--- config.mk ---
export PLATFORM = sky130hd
export DESIGN_NAME = tap_delay_line
export DESIGN_NICKNAME = d
export VERILOG_FILES = /design/src/rtl/tdl_pkg.sv /design/src/rtl/tdl_shift.sv /design/src/rtl/tdl_tap_mux.sv /design/src/rtl/tdl_update_guard.sv /design/src/rtl/tap_delay_line.sv
export SDC_FILE = /design/constraint.sdc
export NUM_CORES = 1
export LEC_CHECK = 0
export ABC_AREA = 1
export BUFFER_PORTS_ARGS = -buffer_cell sky130_fd_sc_hd__buf_4
export CORE_MARGIN = 2
export CORE_UTILIZATION = 60
export DETAILED_ROUTE_END_ITERATION = 16
export PLACE_DENSITY_LB_ADDON = 0.15
export SLEW_MARGIN = 20
export SYNTH_ARGS = -nofsm -noshare
export SYNTH_HDL_FRONTEND = slang
export SYNTH_HIERARCHICAL = 1
export SYNTH_SLANG_ARGS = --single-unit
export TNS_END_PERCENT = 50
--- constraint.sdc ---
create_clock -name clk -period 2.02 [get_ports clk]
set_input_delay 0.101 -clock clk [delete_from_list [all_inputs] [get_ports clk]]
set_output_delay 0.101 -clock clk [all_outputs]
set_load 0.05 [all_outputs]
--- src/rtl/tdl_pkg.sv ---
package tdl_pkg;

   // Larger of two non-negative sizes, used when one counter must span both.
   function automatic int unsigned tdl_max(input int unsigned a, input int unsigned b);
      return (a > b) ? a : b;
   endfunction

   // Bits needed to hold values 0..v inclusive.
   function automatic int unsigned tdl_cnt_w(input int unsigned v);
      return (v < 2) ? 1 : $clog2(v + 1);
   endfunction

endpackage

--- src/rtl/tdl_shift.sv ---
module tdl_shift #(
   parameter int unsigned INHERENT = 2,
   parameter int unsigned DEPTH    = 256
) (
   input  logic             clk,
   input  logic             rst_n,
   input  logic             din,
   output logic [DEPTH-1:0] taps
);
   localparam int unsigned PRE = INHERENT - 1;

   logic chain_in;

   generate
      if (PRE == 0) begin : g_no_pre
         assign chain_in = din;
      end else if (PRE == 1) begin : g_one_pre
         logic pre_q;
         always_ff @(posedge clk) begin
            if (!rst_n) pre_q <= 1'b0;
            else        pre_q <= din;
         end
         assign chain_in = pre_q;
      end else begin : g_multi_pre
         logic [PRE-1:0] pre_q;
         always_ff @(posedge clk) begin
            if (!rst_n) pre_q <= '0;
            else        pre_q <= {pre_q[PRE-2:0], din};
         end
         assign chain_in = pre_q[PRE-1];
      end
   endgenerate

   // Stage k holds the chain input seen k edges ago.
   always_ff @(posedge clk) begin
      if (!rst_n) taps <= '0;
      else        taps <= {taps[DEPTH-2:0], chain_in};
   end

endmodule

--- src/rtl/tdl_tap_mux.sv ---
module tdl_tap_mux #(
   parameter int unsigned SEL_W = 8,
   parameter int unsigned DEPTH = 256
) (
   input  logic [DEPTH-1:0] taps,
   input  logic [SEL_W-1:0] sel,
   output logic             dout
);
   always_comb dout = taps[sel];
endmodule

--- src/rtl/tdl_update_guard.sv ---
module tdl_update_guard #(
   parameter int unsigned SEL_W   = 8,
   parameter int unsigned MAX_DLY = 257,
   parameter int unsigned SETTLE  = 4,
   parameter int unsigned CW      = 9
) (
   input  logic             clk,
   input  logic             rst_n,
   input  logic             din,
   input  logic [SEL_W-1:0] sel_in,
   input  logic             sel_load,
   output logic [SEL_W-1:0] sel_act,
   output logic             valid
);
   logic             last_din;
   logic [CW-1:0]    idle_cnt;
   logic             pend_vld;
   logic [SEL_W-1:0] pend_sel;
   logic [CW-1:0]    wait_cnt;
   logic             apply;

   assign apply = pend_vld && (idle_cnt == CW'(MAX_DLY));

   always_ff @(posedge clk) begin
      if (!rst_n) begin
         last_din <= 1'b0;
         idle_cnt <= '0;
      end else begin
         last_din <= din;
         if (din != last_din)              idle_cnt <= '0;
         else if (idle_cnt != CW'(MAX_DLY)) idle_cnt <= idle_cnt + CW'(1);
      end
   end

   // A load in the apply cycle replaces the pending slot; the old value goes active.
   always_ff @(posedge clk) begin
      if (!rst_n) begin
         pend_vld <= 1'b0;
         pend_sel <= '0;
         sel_act  <= '0;
      end else begin
         if (sel_load) begin
            pend_vld <= 1'b1;
            pend_sel <= sel_in;
         end else if (apply) begin
            pend_vld <= 1'b0;
         end
         if (apply) sel_act <= pend_sel;
      end
   end

   always_ff @(posedge clk) begin
      if (!rst_n) begin
         wait_cnt <= CW'(MAX_DLY);
         valid    <= 1'b0;
      end else if (apply) begin
         wait_cnt <= CW'(SETTLE);
         valid    <= 1'b0;
      end else if (wait_cnt != '0) begin
         wait_cnt <= wait_cnt - CW'(1);
         if (wait_cnt == CW'(1)) valid <= 1'b1;
      end
   end


   sel_needs_idle_chk: assert property (@(posedge clk) disable iff (!rst_n)
      (sel_act != $past(sel_act)) |-> ($past(idle_cnt) == CW'(MAX_DLY)));


   load_pending_chk: assert property (@(posedge clk) disable iff (!rst_n)
      sel_load |=> (pend_vld && (pend_sel == $past(sel_in))));


   apply_drops_valid_chk: assert property (@(posedge clk) disable iff (!rst_n)
      (sel_act != $past(sel_act)) |-> !valid);


   valid_rise_timed_chk: assert property (@(posedge clk) disable iff (!rst_n)
      $rose(valid) |-> ($past(wait_cnt) == CW'(1)));

endmodule

--- src/rtl/tap_delay_line.sv ---
module tap_delay_line #(
   parameter int unsigned SEL_W    = 8,
   parameter int unsigned INHERENT = 2,
   parameter int unsigned SETTLE   = 4
) (
   input  logic             clk,
   input  logic             rst_n,
   input  logic             din,
   input  logic [SEL_W-1:0] sel_in,
   input  logic             sel_load,
   output logic             dout,
   output logic             dout_valid
);
   import tdl_pkg::*;

   localparam int unsigned DEPTH   = 1 << SEL_W;
   localparam int unsigned MAX_DLY = INHERENT + DEPTH - 1;
   localparam int unsigned CW      = tdl_cnt_w(tdl_max(MAX_DLY, SETTLE));

   generate
      if (SEL_W < 1 || SEL_W > 12) begin : g_bad_sel_w
         $error("tap_delay_line: SEL_W must lie in 1..12");
      end
      if (INHERENT < 1) begin : g_bad_inherent
         $error("tap_delay_line: INHERENT must be at least 1");
      end
      if (SETTLE < 1) begin : g_bad_settle
         $error("tap_delay_line: SETTLE must be at least 1");
      end
   endgenerate

   logic [DEPTH-1:0] taps;
   logic [SEL_W-1:0] sel_act;

   tdl_shift #(.INHERENT(INHERENT), .DEPTH(DEPTH)) u_shift (
      .clk   (clk),
      .rst_n (rst_n),
      .din   (din),
      .taps  (taps)
   );

   tdl_update_guard #(.SEL_W(SEL_W), .MAX_DLY(MAX_DLY), .SETTLE(SETTLE), .CW(CW)) u_guard (
      .clk      (clk),
      .rst_n    (rst_n),
      .din      (din),
      .sel_in   (sel_in),
      .sel_load (sel_load),
      .sel_act  (sel_act),
      .valid    (dout_valid)
   );

   tdl_tap_mux #(.SEL_W(SEL_W), .DEPTH(DEPTH)) u_mux (
      .taps (taps),
      .sel  (sel_act),
      .dout (dout)
   );


   no_glitch_on_switch_chk: assert property (@(posedge clk) disable iff (!rst_n)
      (sel_act != $past(sel_act)) |-> (dout == $past(dout)));


   reset_quiet_chk: assert property (@(posedge clk)
      !rst_n |=> (!dout && !dout_valid));

endmodule

==> flow_summary.ini, run 1 <==
[setup_path]
r2r_setup_slack_ps = 550
cp_slowest_cell = dfxtp_4
arrival_ps = 2360
critPathKind = register to output pin
max_stage_delay_ps = 420
cp_top_family = simple AND/OR/NAND/NOR gates
cp_max_fo = 12
cp.buffers_inverters = 3
timing.rr.end = u_guard/sel_act[0]
start_kind = register
rr_startpoint = u_guard/idle_cnt[0]
cpMostUsedCell = nand3_1
path_cells = buf_4 > buf_6 > nand2_1 > nand3_1 > nand3_1 > nand3_1 > nand3_1 > nand2_2 > nand2_1 > nand3_1 > nand3_1 > nand2_2 > buf_8
end_kind = output pin
worst_ep_required_time_ps = 1920
r2r_cells = 8

[final_layout]
drive_gt1_frac = 0.0710
areaGrowthSynthToFinish_pct = 12.9
nets = 1645
final_cells = 1914
antenna_cells = 0

[clock_network]
cts_tree = yes
clk_latency_ps = 550
path_clk_slew_ps = 60
cts_buffers = 30
h-tree-depth = 1
cts_max_path_buffers = 3
cts.sinks = 294
root_buffer = clkbuf_16

[floorplan]
rows = 51
start_util = 0.608
die_area_um2 = 20700
dieHeight_um = 144
coreArea_um2 = 19300
die_w_um = 144
io-pin-count = 14

[timing]
fin_ws_ps = -444
max_slew_margin = 0.588
fmax_mhz = 406
worstMarginPinSlew_ps = 618
fin_skew_ps = 11.6
maxSlewViolCount = 0
setup_viol_count_final = 1
hold_violations = 0
finalCritPeriodShare = 1.22
min_period_ps = 2460
grt_setup_unrepaired = yes

[detailed_routing]
finalWirelength_um = 24900
drt_iter0_markers = 685
ant_nets = 0
drt_first_pass_iters = 5
via_per_inst = 4.90
drc_errors = 0
num_vias = 9386
wl_per_cell_um = 13.0

[min_path]
hp-start = sel_load
min_path_type = input port to register
holdPathEnd = u_guard/pend_sel[1]
hold_depth = 3

[yosys]
syn_avg_cell_area_um2 = 7.25
synth_nets = 1636
synth_compound_area_frac = 0.0124
ys_seq_area_frac = 0.501
synth_most_common_cell = nand2_1
synth_area_um2 = 11700
ys_types = 24
synthCells = 1620
synth_top_area_frac = 0.501
ys_top_cells_by_area = dfxtp_1, nand2_1, nand3_1
ys.flop_type = dfxtp_1
synth_xor_area_frac = 0.00373
ys_ff_latch = 294
synth_top_area_cell = dfxtp_1
synthSimpleGateAreaFrac = 0.318
yosys_warnings = 6
synth_top_family_by_area = simple AND/OR/NAND/NOR gates
synth_fa_ha_area_frac = 0.00426
synth_commonest_cells = nand2_1, inv_1, dfxtp_1
postSynth.asyncResetShare = 0
synth.area.mux_share = 0
synth_edf_count = 0

[job]
maxCapViolations = 0

[power_and_ir_drop]
powerDensity_nw_per_um2 = 893
seq_power_share = 0.497
switching_share = 0.213
clockPowerShare = 0.469
power_switching_uw = 2520
p_comb_frac = 0.034
finalPower_uw = 11900
p_int_uw = 9330
power_leakage_uw = 0.00724
vdd_drop_max_mv = 0.726

[status]
status = finished, violations left
violations = negative setup slack

[placed_design]
finalWeightedCongestion = 0.743
dp_hpwl_um = 13100
placed_cells = 1834
io_buffers = 13

[grt]
antenna_found_initial = 0
grt_pass1_wl_um = 39800
grt_usage = 0.232
gr-total-overflow = 0
grt_max_degree = 134
grt_pass1_vias = 8683
==> cell usage in the layout, fill, tap and decap left out, types with 2 or more instances in the layout <==
| cell type | instances |
|---|---|
| buf_12 | 9 |
| nand4_1 | 12 |
| buf_16 | 5 |
| nand2_1 | 576 |
| clkinv_8 | 2 |
| clkbuf_1 | 2 |
| dlygate4sd3_1 | 17 |
| dfxtp_1 | 292 |
| o21ai_0 | 11 |
| buf_4 | 25 |
| ha_1 | 4 |
| nor2_2 | 2 |
| nand3_1 | 254 |
| nor2_1 | 33 |
| nand2_2 | 8 |
| a21oi_1 | 18 |
| clkbuf_16 | 36 |
| nand3_2 | 3 |
| inv_1 | 306 |
| clkbuf_8 | 11 |
| bufinv_16 | 2 |
| clkinv_2 | 6 |
| xnor2_1 | 2 |
| xor2_1 | 3 |
==> cell type report <==
type,count,area [um^2]
clock buffers,42,896
fillers,1595,6070
well taps,265,332
multi-input cells,930,3990
repair buffers,65,866
flip-flops and latches,294,5890
clock inverters,10,118
inverters,308,1170
==> registers in the layout, summed over array words and instances, names as in the netlist <==
| register | cells |
|---|---|
| u_guard/last_din | 1 |
| u_guard/idle_cnt | 9 |
| u_guard/pend_sel | 8 |
| u_guard/wait_cnt | 9 |
| u_shift/taps | 256 |
| u_guard/sel_act | 8 |
| u_shift/chain_in | 1 |
| u_guard/valid | 1 |
| u_guard/pend_vld | 1 |
==> how the worst max path moves through the flow <==
stage,from,to,slack (ps),depth (start not counted)
finish,u_guard/sel_act[0],dout,-440,13
global route,u_guard/sel_act[0],dout,-540,13
CTS,u_guard/sel_act[0],dout,-410,12
detailed placement,u_guard/sel_act[0],dout,110,13
global placement,u_guard/sel_act[0],dout,100,12
floorplan,u_guard/sel_act[0],dout,350,12
==> worst register-to-register path, delay by kind of cell, from the launching register on <==
family	cells	cell delay, ps
and+or+nand+nor	5	540
DFF	1	410
buffers and inverters	2	260
adders and majority gates	1	190
==> metrics by stage <==
stage	TNS, ps	area (um^2)	utilization	setup WS (ps)	hold slack (ps)
final	-444	13300	0.686	-444	42.5
after global routing	-543	13300	0.686	-543	80.5
after CTS	-411	13000	0.674	-411	5.54
after detailed placement	0	11800	0.610	109	316
after global placement	0	11800	0.610	103	312
after floorplan	0	11700	-	346	199
==> kinds of logic (layout without fill, tap and decap cells) <==
group | Yosys count | count (layout)
adder cells (fa/ha/maj) | 4 | 4
buffers and inverters | 396 | 425
XOR/XNOR | 5 | 5
AND/OR/NAND/NOR | 892 | 892
flip-flops | 294 | 294
AO/OA/AOI/OAI | 29 | 29
==> power by group through the flow <==
stage          Clock [uW]  Combinational [uW]  Sequential, uW
4_1_cts              5640                 401            5890
5_1_grt              5870                 457            5890
3_5_place_dp            0                 371            6020
3_3_place_gp            0                 362            6020
2_1_floorplan           0                 337            6010
6_report             5560                 404            5890
==> per-layer routing <==
layer / global-route usage / vias to the layer above / share of wire / wire [um]
met3: 0.0337 / 45 / 0.050 / 1240
met1: 0.304 / 4238 / 0.47 / 11600
met5: 0 / - / 0 / 0
met4: 0.0666 / 0 / 0.023 / 565
li1: - / 4858 / - / -
met2: 0.401 / 245 / 0.46 / 11500
==> repair_timing <==
action                                  CTS  global route
hold endpoints to repair                 50             0
gates cloned                              1             7
setup buffers                             0             3
gates resized for setup                   8             7
hold buffers                             17             0
pin swaps                                 1             2
endpoints found under the setup margin    1             1
No activity file was read; power rests on OpenSTA's default activity.
==> run 2: changes to the inputs <==
--- a/config.mk
+++ b/config.mk
@@ -7,6 +7,7 @@
 export LEC_CHECK = 0
 export ABC_AREA = 1
 export BUFFER_PORTS_ARGS = -buffer_cell sky130_fd_sc_hd__buf_4
+export CORE_ASPECT_RATIO = 2
 export CORE_MARGIN = 2
 export CORE_UTILIZATION = 60
 export DETAILED_ROUTE_END_ITERATION = 16
==> run 2 against run 1 <==
Critical path type unchanged. Worst setup slack gained 29 ps. Register-to-register slack worse by 40 ps. Clock skew is 2.5 ps lower. Fmax rose by 1.2%. Worst hold slack got worse by 12 ps. Highest routed layer unchanged. Power decreased by 8.0%. Non-clock buffer count up 1. Clock power down 17%. Routed wire length grew 2.1%. Die area increased by 0.32%. Critical path depth unchanged. The flow still finishes with violations (negative setup slack). Sequential power is essentially flat.
==> flow_summary.ini, run 2 (synthesis results as in run 1) <==
[setup_path]
cp.depth = 13
cpMostUsedCell = nand3_1
max_stage_delay_ps = 470
cp.buffers_inverters = 3
arrival_ps = 2330
path_cells = buf_12 > clkbuf_16 > nand2_1 > nand3_1 > nand3_1 > nand3_1 > nand3_1 > nand2_2 > nand2_1 > nand3_1 > nand3_1 > nand2_2 > buf_8
r2r_cells = 8
worst_ep_required_time_ps = 1920
cp_slowest_cell = dfxtp_4
end_kind = output pin
critPathKind = register to output pin
start_kind = register
cp_max_fo = 14
cp_top_family = simple AND/OR/NAND/NOR gates

[clock_network]
h-tree-depth = 1
cts_buffers = 25
root_buffer = clkbuf_16
path_clk_slew_ps = 70
cts_max_path_buffers = 3
cts.sinks = 294
cts_tree = yes
clk_latency_ps = 530

[final_layout]
largest_register_ffs = 256
drive_gt1_frac = 0.0736
regMostFlops = u_shift/taps
areaGrowthSynthToFinish_pct = 10.8
layout.cells.most_common = nand2_1
antenna_cells = 0
nets = 1642
reg_top3 = u_shift/taps (256), u_guard/idle_cnt (9), u_guard/wait_cnt (9)
final_cell_mix = nand2_1, inv_1, dfxtp_1

[status]
status = finished, violations left
violations = negative setup slack

[detailed_routing]
drt_first_pass_iters = 5
drc_errors = 0
drt_iter0_markers = 548
num_vias = 9450
via_per_inst = 4.97
finalWirelength_um = 25500
wl_per_cell_um = 13.4
ant_nets = 0

[timing]
setup_viol_count_final = 1
maxSlewViolCount = 0
grt_setup_unrepaired = yes
min_period_ps = 2430
fin_ws_ps = -415
finalCritPeriodShare = 1.21
max_slew_margin = 0.466
hold_violations = 0
fmax_mhz = 411
worstMarginPinSlew_ps = 801
timing.setup.tns_ps = -415
fin_skew_ps = 9.09

[placed_design]
io_buffers = 13
dp_hpwl_um = 14600
finalWeightedCongestion = 0.794

[grt]
gr-total-overflow = 0
use_met1 = 0.280
grt_max_degree = 133
grt_pass1_wl_um = 40800
gr-usage-met3 = 0.0266
busiest_layer = met2
grt_usage = 0.240
grt_pass1_vias = 9152
met2_usage = 0.421
antenna_found_initial = 0

[power_and_ir_drop]
vdd_drop_max_mv = 0.945
powerDensity_nw_per_um2 = 838
power_leakage_uw = 0.00710
finalPower_uw = 10900

[min_path]
hold_depth = 3
min_path_type = input port to register

[floorplan]
dieHeight_um = 202
io-pin-count = 14
start_util = 0.609
die_area_um2 = 20800
die_w_um = 103
rows = 72
coreArea_um2 = 19300

[job]
maxCapViolations = 0
## run 2: cell types whose count changed in the layout (fill, tap and decap cells not counted), moves of 3 or more
| cell | delta |
|---|---|
| clkbuf_16 | -7 |
| dlygate4sd3_1 | -7 |
| clkbuf_8 | -6 |
| buf_4 | +5 |
| buf_6 | +5 |
| nand3_1 | -5 |
| nand3_2 | +5 |
| clkbuf_1 | +4 |
| buf_12 | +3 |
| buf_16 | -3 |
## run 2: final timing paths
check	startpoint	to	slack [ps]
max reg2reg	u_guard/idle_cnt[0]	u_guard/sel_act[0]	510
min reg2reg	u_shift/taps[10]	u_shift/taps[11]	430
min	sel_load	u_guard/pend_sel[6]	30
max	u_guard/sel_act[0]	dout	-410
## run 2: metal layers
| metal | wire length, um | share of wire |
|---|---|---|
| met5 | 0 | 0 |
| met4 | 1130 | 0.044 |
| met3 | 981 | 0.039 |
| met2 | 13200 | 0.52 |
| met1 | 10100 | 0.40 |
## run 2: through the flow
stage | setup WS (ps) | std cells | hold WS [ps] | cell area (um^2) | util
after detailed placement | 139 | 1836 | 318 | 11800 | 0.614
after CTS | -361 | 1892 | 21.7 | 12800 | 0.663
after floorplan | 346 | 1620 | 199 | 11700 | -
final | -415 | 1903 | 30.9 | 13000 | 0.675
after global placement | 141 | 1836 | 311 | 11800 | 0.614
after global routing | -505 | 1903 | 91.8 | 13000 | 0.675
## run 2: layout make-up
class,count,area (um^2)
Clock inverter,10,77.6
Inverter,308,1170
Tap cell,259,324
Clock buffer,35,703
Timing Repair Buffer,66,817
Multi-Input combinational cell,930,4020
Fill cell,1717,6270
Sequential cell,294,5890
Timing Repair inverter,1,8.76
## run 2: worst register-to-register path, cell delays in order, from the launching register on
cell	delay (ps)
dfxtp_1	400
ha_1	180
nand2_1	60
nor2_2	150
nand3_2	190
buf_4	220
nand2_2	50
inv_1	30
nor2_1	150
## run 2: power by group
group | switching, uW | internal (uW)
sequential | 42.0 | 5850
combinational | 256 | 139
clock | 2060 | 2560
## run 2: what timing repair did
action / in CTS / in global routing
gates cloned: 1 / 8
endpoints found under the hold margin: 36 / 0
hold buffers: 10 / 0
buffers inserted: 0 / 3
setup endpoints to repair: 1 / 1
resized for setup: 11 / 10
pin swaps: 0 / 4
==> run 3: changes to the inputs <==
==> constraint.sdc (replaced) <==
create_clock -name clk -period 2.4 [get_ports clk]
set_input_delay 0.12 -clock clk [delete_from_list [all_inputs] [get_ports clk]]
set_output_delay 0.12 -clock clk [all_outputs]
set_load 0.05 [all_outputs]
==> run 3 against run 2 <==
The run still ends with negative setup slack left. Clock power is 15% lower. Critical path depth stayed put. Worst hold slack improved by 29 ps. Power shrank 16%. Non-clock buffer count up 9. Utilization is 2.9 points higher. Flip-flop and latch count unchanged. Clock skew down 1.1 ps. Critical endpoint unchanged.
==> flow_summary.ini, run 3 (synthesis results as in run 1) <==
[timing]
max_slew_margin = 0.518
setup_viol_count_final = 1
min_period_ps = 2430
fmax_mhz = 411
fin_skew_ps = 8.04
worstMarginPinSlew_ps = 723
hold_violations = 0
fin_ws_ps = -31.4
maxSlewViolCount = 0
holdWs_ps = 59.9
grt_setup_unrepaired = yes
finalCritPeriodShare = 1.01

[clock_network]
root_buffer = clkbuf_16
cts_tree = yes
h-tree-depth = 1
path_clk_slew_ps = 60
cts_buffers = 25
cts.sinks = 294
cts_max_path_buffers = 3
clk_latency_ps = 530

[setup_path]
start_kind = register
cp_max_fo = 8
critPathKind = register to output pin
worst_ep_required_time_ps = 2280
end_kind = output pin
arrival_ps = 2310

[floorplan]
dieHeight_um = 202
io-pin-count = 14
start_util = 0.609
die_area_um2 = 20800
die_w_um = 103
coreArea_um2 = 19300
rows = 72

[final_layout]
areaGrowthSynthToFinish_pct = 15.5
antenna_cells = 0
layout.cells.most_common = nand2_1
fin_area_um2 = 13600
final_cell_mix = nand2_1, inv_1, dfxtp_1
nets = 1650
drive_gt1_frac = 0.100
multi_input_area_um2 = 4230
fillers = 1598
largest_register_ffs = 256
regMostFlops = u_shift/taps
reg_top3 = u_shift/taps (256), u_guard/idle_cnt (9), u_guard/wait_cnt (9)
final_cells = 1909
seqCellArea_um2 = 5890

[detailed_routing]
num_vias = 9723
drt_iter0_markers = 650
wl_per_cell_um = 14.7
ant_nets = 0
drt_first_pass_iters = 9
drc_errors = 0
via_per_inst = 5.09
finalWirelength_um = 28000

[power_and_ir_drop]
vdd_drop_max_mv = 0.663
power_leakage_uw = 0.00731
powerDensity_nw_per_um2 = 678

[grt]
antenna_found_initial = 0
gr-total-overflow = 0
grt_usage = 0.256
grt_max_degree = 158
grt_pass1_wl_um = 42800
grt_pass1_vias = 9066

[placed_design]
dpl_cell_area_um2 = 11700
dp_hpwl_um = 13900
finalWeightedCongestion = 0.766
placed_cells = 1824
io_buffers = 13

[job]
maxCapViolations = 0

[status]
violations = negative setup slack
status = finished, violations left

[min_path]
min_path_type = input port to register
[run 3: cell types whose count changed in the layout (fill, tap and decap cells not counted), sizes merged]
cell,delta
dlygate4sd3,+1
inv,-1
clkinv,-4
clkbuf,+10
[run 3: what timing repair did]
action | in CTS | in global routing
pin swaps | 13 | 35
hold buffers | 11 | 0
buffers inserted | 8 | 1
resized for setup | 38 | 43
cloned | 9 | 13
endpoints found under the setup margin | 1 | 1
endpoints found under the hold margin | 36 | 0
[run 3: worst max-delay path, stage by stage, from the launching register on]
cell and delay, ps:
dfxtp_4 440, buf_12 190, clkbuf_16 160, nand2_1 50
nand3_1 80, nand3_1 80, nand3_1 120, nand3_2 100
nand2_2 100, nand2_1 60, nand3_1 70, nand3_1 60
nand2_1 100, buf_6 170
[run 3: report_power, final]
group          internal, uW  switching (uW)  leakage [uW]
clock network          2180            1740      0.000386
logic                   117             211       0.00455
registers              4920            33.7       0.00237
[run 3: metrics by stage]
step | setup TNS, ps | setup WS [ps] | util | power (uW)
6_report | -31.4 | -31.4 | 0.704 | 9200
5_1_grt | -137 | -137 | 0.704 | 9520
4_1_cts | -4.05 | -4.05 | 0.677 | 9280
3_5_place_dp | 0 | 386 | 0.606 | 5380
3_3_place_gp | 0 | 364 | 0.606 | 5370
2_1_floorplan | 0 | 707 | - | 5340
[run 3: final timing paths]
path / slack (ps) / start / cells past startpoint / endpoint
max reg2reg: 830 / u_guard/idle_cnt[0] / 6 / u_guard/wait_cnt[7]
min: 60 / sel_load / 3 / u_guard/pend_sel[3]
min reg2reg: 420 / u_shift/chain_in / 2 / u_shift/taps[0]
max: -30 / u_guard/sel_act[0] / 13 / dout
[run 3: routing by layer]
metal | vias to the layer above | track usage | part of all wire
met5 | - | 0 | 0
met2 | 273 | 0.450 | 0.52
met4 | 0 | 0.0996 | 0.036
met1 | 4531 | 0.309 | 0.39
li1 | 4850 | - | -
met3 | 69 | 0.0318 | 0.051
[run 3: cell type report]
type,instances,area share
clock inverter,6,0.00406
sequential,294,0.434
multi-input combinational,930,0.312
inverter,308,0.0861
clock buffer,37,0.0531
tap,259,0.0239
timing repair buffer,75,0.0869
